**src/rtl/i2c_seq_pkg.sv**
```systemverilog
// Package: shared encodings for the register access sequencer.
// Assumes: action codes are visible on the command port and decoded by the engine.
package i2c_seq_pkg;

    // Command kinds seen by the byte engine.
    typedef enum logic [1:0] {
        ACT_SEND = 2'd0,
        ACT_RECV = 2'd1,
        ACT_HALT = 2'd2
    } act_e;

    // Script positions of the controller.
    typedef enum logic [2:0] {
        ST_IDLE = 3'd0,
        ST_DEVW = 3'd1,
        ST_REG  = 3'd2,
        ST_WDAT = 3'd3,
        ST_DEVR = 3'd4,
        ST_RDAT = 3'd5,
        ST_HALT = 3'd6,
        ST_FIN  = 3'd7
    } st_e;

endpackage

```
**src/rtl/i2c_req_latch.sv**
```systemverilog
// Module: holds the accepted request for the length of one transaction.
// Assumes: load is asserted only when the controller accepts a request.
module i2c_req_latch #(
    parameter int DEV_W  = 7,
    parameter int DATA_W = 8
) (
    input  logic              clk,
    input  logic              rst_n,
    input  logic              load,
    input  logic              in_read,
    input  logic [DEV_W-1:0]  in_dev,
    input  logic [DATA_W-1:0] in_reg,
    input  logic [DATA_W-1:0] in_wdata,
    output logic              q_read,
    output logic [DEV_W-1:0]  q_dev,
    output logic [DATA_W-1:0] q_reg,
    output logic [DATA_W-1:0] q_wdata
);

    // Capture request fields on acceptance; hold otherwise.
    always_ff @(posedge clk) begin
        if (!rst_n) begin
            q_read  <= 1'b0;
            q_dev   <= '0;
            q_reg   <= '0;
            q_wdata <= '0;
        end else if (load) begin
            q_read  <= in_read;
            q_dev   <= in_dev;
            q_reg   <= in_reg;
            q_wdata <= in_wdata;
        end
    end

endmodule

```
**src/rtl/i2c_seq_ctrl.sv**
```systemverilog
// Module: state register and next-state logic of the command script.
// Assumes: eng_done pulses once per presented command; eng_ack is valid with it.
module i2c_seq_ctrl
    import i2c_seq_pkg::*;
(
    input  logic clk,
    input  logic rst_n,
    input  logic req_valid,
    input  logic is_read,
    input  logic eng_done,
    input  logic eng_ack,
    output st_e  state,
    output logic accept,
    output logic busy,
    output logic done
);

    st_e nxt;

    // Take a request only from idle.
    assign accept = req_valid && (state == ST_IDLE);
    assign busy   = (state != ST_IDLE);
    assign done   = (state == ST_FIN);

    // Select the next script position from the engine's report.
    always_comb begin
        nxt = state;
        unique case (state)
            ST_IDLE: if (accept)   nxt = ST_DEVW;
            ST_DEVW: if (eng_done) nxt = eng_ack ? ST_REG : ST_HALT;
            ST_REG:  if (eng_done) nxt = !eng_ack ? ST_HALT : (is_read ? ST_DEVR : ST_WDAT);
            ST_WDAT: if (eng_done) nxt = eng_ack ? ST_FIN : ST_HALT;
            ST_DEVR: if (eng_done) nxt = eng_ack ? ST_RDAT : ST_HALT;
            ST_RDAT: if (eng_done) nxt = ST_FIN;
            ST_HALT: if (eng_done) nxt = ST_FIN;
            ST_FIN:                nxt = ST_IDLE;
            default:               nxt = ST_IDLE;
        endcase
    end

    // State register with synchronous reset to idle.
    always_ff @(posedge clk) begin
        if (!rst_n) state <= ST_IDLE;
        else        state <= nxt;
    end

endmodule

```
**src/rtl/i2c_cmd_rom.sv**
```systemverilog
// Module: Moore decode of the command port from the current state and latched request.
// Assumes: DEV_W + 1 == DATA_W so that address plus direction bit fills one byte.
module i2c_cmd_rom
    import i2c_seq_pkg::*;
#(
    parameter int DEV_W  = 7,
    parameter int DATA_W = 8
) (
    input  st_e               state,
    input  logic [DEV_W-1:0]  dev,
    input  logic [DATA_W-1:0] regi,
    input  logic [DATA_W-1:0] wdata,
    output logic              valid,
    output act_e              action,
    output logic              start,
    output logic              stop,
    output logic              nack,
    output logic [DATA_W-1:0] data
);

    localparam int PAD_W = DATA_W - DEV_W - 1;

    logic [DATA_W-1:0] dev_wr;
    logic [DATA_W-1:0] dev_rd;

    generate
        if (PAD_W > 0) begin : g_pad
            assign dev_wr = {{PAD_W{1'b0}}, dev, 1'b0};
            assign dev_rd = {{PAD_W{1'b0}}, dev, 1'b1};
        end else begin : g_exact
            assign dev_wr = {dev, 1'b0};
            assign dev_rd = {dev, 1'b1};
        end
    endgenerate

    // Decode each script step into its command fields.
    always_comb begin
        valid  = 1'b0;
        action = ACT_SEND;
        start  = 1'b0;
        stop   = 1'b0;
        nack   = 1'b0;
        data   = '0;
        unique case (state)
            ST_DEVW: begin valid = 1'b1; start = 1'b1; data = dev_wr; end
            ST_REG:  begin valid = 1'b1; data = regi; end
            ST_WDAT: begin valid = 1'b1; stop = 1'b1; data = wdata; end
            ST_DEVR: begin valid = 1'b1; start = 1'b1; data = dev_rd; end
            ST_RDAT: begin valid = 1'b1; action = ACT_RECV; stop = 1'b1; nack = 1'b1; end
            ST_HALT: begin valid = 1'b1; action = ACT_HALT; stop = 1'b1; end
            default: ;
        endcase
    end

endmodule

```
**src/rtl/i2c_seq_status.sv**
```systemverilog
// Module: error flag and read-data register.
// Assumes: accept and state come from the controller of the same instance.
module i2c_seq_status
    import i2c_seq_pkg::*;
#(
    parameter int DATA_W = 8
) (
    input  logic              clk,
    input  logic              rst_n,
    input  st_e               state,
    input  logic              accept,
    input  logic              eng_done,
    input  logic              eng_ack,
    input  logic [DATA_W-1:0] eng_rdata,
    output logic              err,
    output logic [DATA_W-1:0] rdata
);

    logic sending;

    // Steps whose byte must be acknowledged by the slave.
    assign sending = (state == ST_DEVW) || (state == ST_REG) ||
                     (state == ST_WDAT) || (state == ST_DEVR);

    // Clear the error on a new request, set it on a missing acknowledge.
    always_ff @(posedge clk) begin
        if (!rst_n)                               err <= 1'b0;
        else if (accept)                          err <= 1'b0;
        else if (sending && eng_done && !eng_ack) err <= 1'b1;
    end

    // Keep the byte returned by the receive step.
    always_ff @(posedge clk) begin
        if (!rst_n)                                rdata <= '0;
        else if (state == ST_RDAT && eng_done)     rdata <= eng_rdata;
    end

endmodule

```
**src/rtl/i2c_reg_seq.sv**
```systemverilog
// Module: top of the register access sequencer; connects latch, controller,
// command decode and status, and holds the protocol assertions.
// Assumes: the byte engine obeys the done/ack handshake described in the brief.
module i2c_reg_seq
    import i2c_seq_pkg::*;
#(
    parameter int DEV_W  = 7,
    parameter int DATA_W = 8
) (
    input  logic              clk,
    input  logic              rst_n,
    input  logic              req_valid,
    input  logic              req_read,
    input  logic [DEV_W-1:0]  req_dev,
    input  logic [DATA_W-1:0] req_reg,
    input  logic [DATA_W-1:0] req_wdata,
    output logic              busy,
    output logic              done,
    output logic              err,
    output logic [DATA_W-1:0] rdata,
    output logic              cmd_valid,
    output logic [1:0]        cmd_action,
    output logic              cmd_start,
    output logic              cmd_stop,
    output logic              cmd_nack,
    output logic [DATA_W-1:0] cmd_data,
    input  logic              eng_done,
    input  logic              eng_ack,
    input  logic [DATA_W-1:0] eng_rdata
);

    st_e               state;
    logic              accept;
    logic              q_read;
    logic [DEV_W-1:0]  q_dev;
    logic [DATA_W-1:0] q_reg;
    logic [DATA_W-1:0] q_wdata;
    act_e              act;

    i2c_req_latch #(.DEV_W(DEV_W), .DATA_W(DATA_W)) u_latch (
        .clk(clk), .rst_n(rst_n), .load(accept),
        .in_read(req_read), .in_dev(req_dev), .in_reg(req_reg), .in_wdata(req_wdata),
        .q_read(q_read), .q_dev(q_dev), .q_reg(q_reg), .q_wdata(q_wdata)
    );

    i2c_seq_ctrl u_ctrl (
        .clk(clk), .rst_n(rst_n), .req_valid(req_valid), .is_read(q_read),
        .eng_done(eng_done), .eng_ack(eng_ack),
        .state(state), .accept(accept), .busy(busy), .done(done)
    );

    i2c_cmd_rom #(.DEV_W(DEV_W), .DATA_W(DATA_W)) u_rom (
        .state(state), .dev(q_dev), .regi(q_reg), .wdata(q_wdata),
        .valid(cmd_valid), .action(act), .start(cmd_start), .stop(cmd_stop),
        .nack(cmd_nack), .data(cmd_data)
    );

    i2c_seq_status #(.DATA_W(DATA_W)) u_stat (
        .clk(clk), .rst_n(rst_n), .state(state), .accept(accept),
        .eng_done(eng_done), .eng_ack(eng_ack), .eng_rdata(eng_rdata),
        .err(err), .rdata(rdata)
    );

    assign cmd_action = act;

    // nothing is presented or reported while idle.
    p_idle_quiet_r1: assert property (@(posedge clk) disable iff (!rst_n)
        !busy |-> (!cmd_valid && !done));

    // acceptance is followed by a start-flagged write-address send.
    p_first_cmd_r2: assert property (@(posedge clk) disable iff (!rst_n)
        accept |=> (cmd_valid && cmd_start && !cmd_stop &&
                    cmd_action == ACT_SEND && cmd_data[0] == 1'b0));

    // an acknowledged closing send ends the transaction cleanly.
    p_write_end_r4: assert property (@(posedge clk) disable iff (!rst_n)
        (cmd_valid && cmd_action == ACT_SEND && cmd_stop && eng_done && eng_ack)
        |=> (done && !err));

    // the receive step always closes with not-acknowledge and stop.
    p_recv_tail_r6: assert property (@(posedge clk) disable iff (!rst_n)
        (cmd_valid && cmd_action == ACT_RECV) |-> (cmd_stop && cmd_nack && !cmd_start));

    // an unfinished command is held unchanged.
    p_hold_cmd_r7: assert property (@(posedge clk) disable iff (!rst_n)
        (cmd_valid && !eng_done) |=> (cmd_valid && $stable(cmd_data) &&
            $stable(cmd_action) && $stable(cmd_start) && $stable(cmd_stop)));

    // a missing acknowledge on a send leads to a stop-only command.
    p_nack_halt_r8: assert property (@(posedge clk) disable iff (!rst_n)
        (cmd_valid && cmd_action == ACT_SEND && eng_done && !eng_ack)
        |=> (cmd_valid && cmd_action == ACT_HALT && cmd_stop && !cmd_start));

    // the stop-only command ends with the error flag raised.
    p_halt_err_r8: assert property (@(posedge clk) disable iff (!rst_n)
        (cmd_valid && cmd_action == ACT_HALT && eng_done) |=> (done && err));

    // done lasts one cycle and is followed by idle.
    p_done_pulse_r9: assert property (@(posedge clk) disable iff (!rst_n)
        done |=> (!done && !busy));

endmodule

```
**config.mk**
```make
export PLATFORM = sky130hd
export DESIGN_NAME = i2c_reg_seq
export DESIGN_NICKNAME = d
export VERILOG_FILES = /design/src/rtl/i2c_seq_pkg.sv /design/src/rtl/i2c_req_latch.sv /design/src/rtl/i2c_seq_ctrl.sv /design/src/rtl/i2c_cmd_rom.sv /design/src/rtl/i2c_seq_status.sv /design/src/rtl/i2c_reg_seq.sv
export SDC_FILE = /design/constraint.sdc
export NUM_CORES = 1
export LEC_CHECK = 0
export BUFFER_PORTS_ARGS = -buffer_cell sky130_fd_sc_hd__buf_2
export CAP_MARGIN = 20
export CORE_ASPECT_RATIO = 1.2
export CORE_MARGIN = 2
export CORE_UTILIZATION = 45
export DETAILED_ROUTE_END_ITERATION = 12
export PLACE_DENSITY = 0.76
export SYNTH_ARGS = -nofsm -noshare
export SYNTH_HDL_FRONTEND = slang
export SYNTH_SLANG_ARGS = --single-unit
```
**constraint.sdc**
```tcl
create_clock -name clk -period 1.25 [get_ports clk]
set_clock_uncertainty 0.1 [all_clocks]
set_input_delay 0.125 -clock clk [delete_from_list [all_inputs] [get_ports clk]]
set_output_delay 0.125 -clock clk [all_outputs]
set_load 0.005 [all_outputs]
```
==> results of run 1 <==
==> power breakdown <==
group	switching [mW]	internal (mW)
sequential	0.0995	1.23
clock	0.426	0.379
combinational	0.577	0.720
==> area by class of cell <==
cell class	count	area share
multi-input combinational	160	0.403
clock buffer	6	0.0224
inverter	3	0.00347
sequential	36	0.225
timing repair buffer	123	0.324
clock inverter	1	0.00154
tap	54	0.0208
==> stage by stage <==
stage,setup WS [ps],power (mW),area (sq um),cells,hold WS (ps)
final,-371,3.43,3250,383,75.6
after global routing,-436,3.58,3250,383,89.1
after CTS,-361,3.36,3150,381,88.8
after detailed placement,-263,2.05,2300,330,276
after global placement,-204,2.03,2300,330,269
after floorplan,-83.9,1.80,1890,214,160
==> synth_stat cells, drive strengths merged <==
library cell	n
mux2i	7
nand2	74
a21boi	32
o21a	1
a41o	1
a31o	1
nor2b	2
mux2	2
xnor2	2
nor2	5
or4	1
a21oi	4
and3	3
inv	3
a221oi	1
o21bai	1
and2	4
dfxtp	36
o21ai	10
and3b	1
nor4	1
nor3	2
a211oi	1
nand2b	3
buf	11
clkbuf	4
and4b	1
==> kinds of logic (layout without fill, tap and decap cells) <==
| logic type | after synthesis | in the layout | share of synthesized area |
|---|---|---|---|
| AND/OR/NAND/NOR | 97 | 97 | 0.240 |
| AO/OA/AOI/OAI | 52 | 52 | 0.240 |
| flip-flops | 36 | 36 | 0.396 |
| buffers and inverters | 18 | 133 | 0.0640 |
| multiplexers | 9 | 9 | 0.0509 |
| XOR/XNOR | 2 | 2 | 0.00964 |
==> worst max path at each step <==
| stage | from | slack (ps) | cells past startpoint | endpoint |
|---|---|---|---|---|
| floorplan | u_ctrl.state[0] | -80 | 4 | u_ctrl.state[1] |
| global placement | u_ctrl.state[2] | -200 | 6 | u_latch.q_dev[0] |
| detailed placement | u_ctrl.state[2] | -260 | 6 | u_latch.q_dev[1] |
| CTS | u_ctrl.state[1] | -360 | 4 | cmd_data[7] |
| global route | u_ctrl.state[0] | -440 | 5 | cmd_data[7] |
| finish | u_ctrl.state[0] | -370 | 6 | cmd_data[4] |
==> critical path, delay by kind of cell (launching register included) <==
kind,cells,cell delay [ps]
flops,1,400
buf+inv,2,280
simple gates,2,190
xor+xnor,1,150
compound gates,1,90
==> placed cells by master, fill, tap and decap left out, types with 3 or more instances in the layout <==
| cell type | synthesis | layout |
|---|---|---|
| o21ai_1 | 0 | 5 |
| nand2_4 | 0 | 13 |
| buf_4 | 4 | 9 |
| buf_6 | 4 | 18 |
| dfxtp_1 | 36 | 33 |
| nand2_1 | 74 | 31 |
| a21boi_1 | 3 | 11 |
| a21oi_1 | 4 | 3 |
| buf_16 | 0 | 3 |
| and2_4 | 0 | 3 |
| mux2i_1 | 7 | 4 |
| a21boi_2 | 20 | 21 |
| nand2_2 | 0 | 28 |
| clkbuf_8 | 0 | 5 |
| dlygate4sd3_1 | 0 | 32 |
| buf_12 | 0 | 3 |
| buf_2 | 3 | 56 |
| o21ai_2 | 0 | 3 |
==> routing by layer <==
metal  vias up  global-route usage  part of all wire
li1        940                   -                 -
met1       916               0.278              0.37
met2        69               0.493              0.56
met3        18              0.0546             0.043
met4         0               0.106             0.030
met5         -                   0                 0
==> repair_timing <==
item                       in CTS  in global routing
pin swaps                      27                  9
cloned                          5                  1
hold endpoints to repair       32                  0
gates resized for setup        87                 29
hold buffers                   32                  0
buffers inserted                7                  4
setup endpoints to repair      51                 51
==> results_dict.tcl, run 1 <==
set metrics [dict create \
    cts-root-buf "clkbuf_8" \
    grt.overflow.total 0 \
    clock_latency_ps 300 \
    cts_tree "done" \
    path_max_fanout 7 \
    place.gp.congestion 0.779 \
    vias 1943 \
    drt_iter0_drc 51 \
    initial_core_util 0.465 \
    synth_top_area_frac 0.396 \
    grt_max_degree 16 \
    firstDrtPassIters 4 \
    worst_slew_pin_slew_ps 227 \
    grt_pass1_vias 1889 \
    min_from "rst_n" \
    ir_drop_v 0.000799 \
    finalSetupTns_ps -12100 \
    rsz0062_at_grt "yes" \
    portBuffers 61 \
    slew_headroom 0.847 \
    wl_per_cell_um 16.1 \
    area_growth_pct 78.6 \
    final_util 0.830 \
    yosysTopAreaCell "dfxtp_1" \
    failed_checks "negative setup slack" \
    synth_cells 214 \
    ys.warnings.count 0 \
    clock_sinks 36 \
    path_cells "xnor2_2, nor2_2, buf_6, nand2_2, o21ai_1, buf_2" \
    yosysUniqueCellTypes 34 \
    synth-seq-area-share 0.396 \
    grtUsageTotal 0.266 \
    dpl.hpwl_um 3010 \
    n_fill_cell 205 \
    fmax_ghz 0.617 \
    die_x_um 62.0 \
    crit_type "reg2out" \
    finalCriticalPeriod_ps 1620 \
    synth_seq_cells 36 \
    cts.path.max_buffers 2 \
    fin_ws_ps -371 \
    p_leak_nw 1.41 \
    yosys-top-cells-area "dfxtp_1 (40%), nand2_1 (15%), a21boi_2 (12%)" \
    cts_buffers 5 \
    hold_class "in2reg" \
    finalHoldViolations 0 \
    finalCritPeriodShare 1.30 \
    slew_viol_final 0 \
    die_h_um 73.6 \
    p_per_area_nw_per_um2 1060 \
    syn_nets 251 \
    hold_path_depth 3 \
    drive_gt1_frac 0.584 \
    min_to "u_ctrl.state[0]" \
    num_antenna_cells 0 \
    seq_area_sq_um 729 \
    r2r_slack_ps -310 \
    drv_cap 0 \
    io_pins 62 \
    arrival_ps 1400 \
    wirelength_um 6150 \
    die_area_sq_um 4570 \
    postSynthAreaPerCell_sq_um 8.50 \
    reg2reg_from "u_ctrl.state[1]" \
    status "complete, but fails checks" \
    reg2reg_depth 7 \
    end_kind "output pin" \
    clkTransAtPathRegs_ps 70 \
    fp.coreArea_sq_um 3910 \
    multi_input_area_sq_um 1310 \
    vias_per_cell 5.07 \
    setup_violations 52 \
    antenna_found_initial 0 \
    grt_pass1_wl_um 8700 \
    cp-start-kind "flop" \
    cp_data_required_time_ps 1020 \
    rr_endpoint "u_latch.q_reg[1]" \
    ctsHtreeMaxLevel 2 \
    slowest_delay_ps 400 \
    syn-cell-area_sq_um 1820 \
    finalNetCount 366 \
    drtAntennaViolNets 0 \
    route.detailed.drc 0 \
    rows 25 \
    slowest_stage "dfxtp_4" \
]
(Power assumes the default switching activity.)
==> run 2, diff against run 1 <==
- CORE_UTILIZATION: 45 -> 50
- PLACE_DENSITY: 0.76 -> 0.8
- clock period: 1.25 -> 1.7 ns (I/O delays scaled with it)
==> run 2 against run 1 <==
Against the previous run: the run now ends clean; cell count decreased by 17%; non-clock buffer count decreased by 50; largest power group unchanged; count of clock-buffer cells in the layout rose by 2; largest cell class unchanged; highest routed layer unchanged; design area shrank 29%; sequential share of layout area up 9.1 points; worst setup slack improved by 420 ps; wire length is 32% lower; register-to-register slack better by 430 ps; combinational power shrank 60%.
==> results_dict.tcl, run 2 (synthesis gave the netlist of run 1 again) <==
set metrics [dict create \
    end_kind "output pin" \
    vias 1652 \
    wl_per_cell_um 13.2 \
    worst_slew_pin_slew_ps 387 \
    hold_path_depth 3 \
    grt.overflow.total 0 \
    dpl.hpwl_um 2980 \
    finalCriticalPeriod_ps 1650 \
    finalNetCount 316 \
    cts.path.max_buffers 2 \
    finalHoldViolations 0 \
    grtUsageTotal 0.216 \
    status "finished clean" \
    arrival_ps 1380 \
    clock_sinks 36 \
    wirelength_um 4210 \
    io_pins 62 \
    slew_viol_final 0 \
    die_x_um 59.0 \
    initial_core_util 0.509 \
    rsz0062_at_grt "yes" \
    drtAntennaViolNets 0 \
    antenna_found_initial 0 \
    slew_headroom 0.742 \
    grt_pass1_vias 1541 \
    area_growth_pct 27.0 \
    rr_endpoint "u_ctrl.state[0]" \
    cts_tree "done" \
    finalCritPeriodShare 0.972 \
    reg2reg_from "u_ctrl.state[1]" \
    die_area_sq_um 4140 \
    ctsHtreeMaxLevel 2 \
    p_per_area_nw_per_um2 910 \
    rows 24 \
    drv_cap 0 \
    r2r_slack_ps 120 \
    route.detailed.drc 0 \
    clkTransAtPathRegs_ps 70 \
    final_util 0.646 \
    drive_gt1_frac 0.396 \
    clock_latency_ps 290 \
    setup_violations 0 \
    layout_commonest_cell "nand2_1" \
    drt_iter0_drc 31 \
    path_cells "mux2_2, a221oi_2, a21oi_1, buf_2" \
    cts-root-buf "clkbuf_8" \
    crit_type "reg2out" \
    fmax_ghz 0.605 \
    num_antenna_cells 0 \
    portBuffers 61 \
    slowest_delay_ps 360 \
    reg2reg_depth 6 \
    hold_class "in2reg" \
    final_cell_mix "nand2_1 (74), buf_2 (61), dfxtp_1 (33)" \
    grt_pass1_wl_um 6870 \
    firstDrtPassIters 4 \
    grt_max_degree 27 \
    fp.coreArea_sq_um 3570 \
    slowest_stage "dfxtp_4" \
    holdBufCountCts 0 \
    min_to "u_stat.rdata[7]" \
    finalPower_mw 2.10 \
    ir_drop_v 0.000600 \
    cts_buffers 5 \
    path_max_fanout 3 \
    min_from "eng_rdata[7]" \
    cp-start-kind "flop" \
    place.gp.congestion 0.722 \
    vias_per_cell 5.18 \
    p_leak_nw 1.01 \
    die_h_um 70.1 \
    cp_data_required_time_ps 1430 \
]
-- run 2: per-layer routing --
layer	wire, um	up-vias	global-route usage
li1	-	845	-
met1	1820	760	0.255
met2	2150	43	0.377
met3	206	4	0.0556
met4	36	0	0.0631
met5	0	-	0
-- run 2: worst max-delay path by stage --
stage / to / start / slack, ps / depth (start not counted)
floorplan: u_ctrl.state[1] / u_ctrl.state[0] / 330 / 4
global route: cmd_data[7] / u_ctrl.state[1] / -7 / 4
finish: cmd_data[7] / u_ctrl.state[1] / 50 / 4
CTS: cmd_data[7] / u_ctrl.state[1] / 5 / 4
global placement: cmd_data[7] / u_ctrl.state[0] / 210 / 5
detailed placement: cmd_data[7] / u_ctrl.state[0] / 150 / 5
-- run 2: critical path: cells and delay by family, from the launching register on --
family	cells	cell delay [ps]
DFF	1	360
muxes	1	330
buffers and inverters	1	130
AOI/OAI and AO/OA	2	280
-- run 2: stage by stage --
| stage | std cells | area [sq um] | worst slack (ps) | TNS, ps | hold slack (ps) |
|---|---|---|---|---|---|
| floorplan | 214 | 1820 | 328 | 0 | 205 |
| global placement | 308 | 2160 | 208 | 0 | 311 |
| detailed placement | 308 | 2160 | 154 | 0 | 322 |
| CTS | 317 | 2270 | 4.83 | 0 | 16.6 |
| global route | 319 | 2310 | -7.49 | -12.6 | 30.0 |
| finish | 319 | 2310 | 46.9 | 0 | 18.5 |
-- run 2: power by group --
part,internal [mW],switching (mW)
sequential,0.906,0.0467
clock,0.331,0.294
combinational,0.262,0.263
-- run 2: timing repair --
action                     in CTS  in global routing
pin swaps                       1                  2
hold endpoints to repair        0                  0
gates resized for setup         7                  6
setup endpoints to repair       9                 10
buffers inserted                1                  2
-- run 2: area by class of cell --
type / count / area, sq um
sequential: 36 / 729
timing repair buffer: 73 / 433
multi-input combinational: 160 / 997
tap: 39 / 48.8
clock buffer: 8 / 90.1
inverter: 3 / 11.3
fill: 309 / 1260
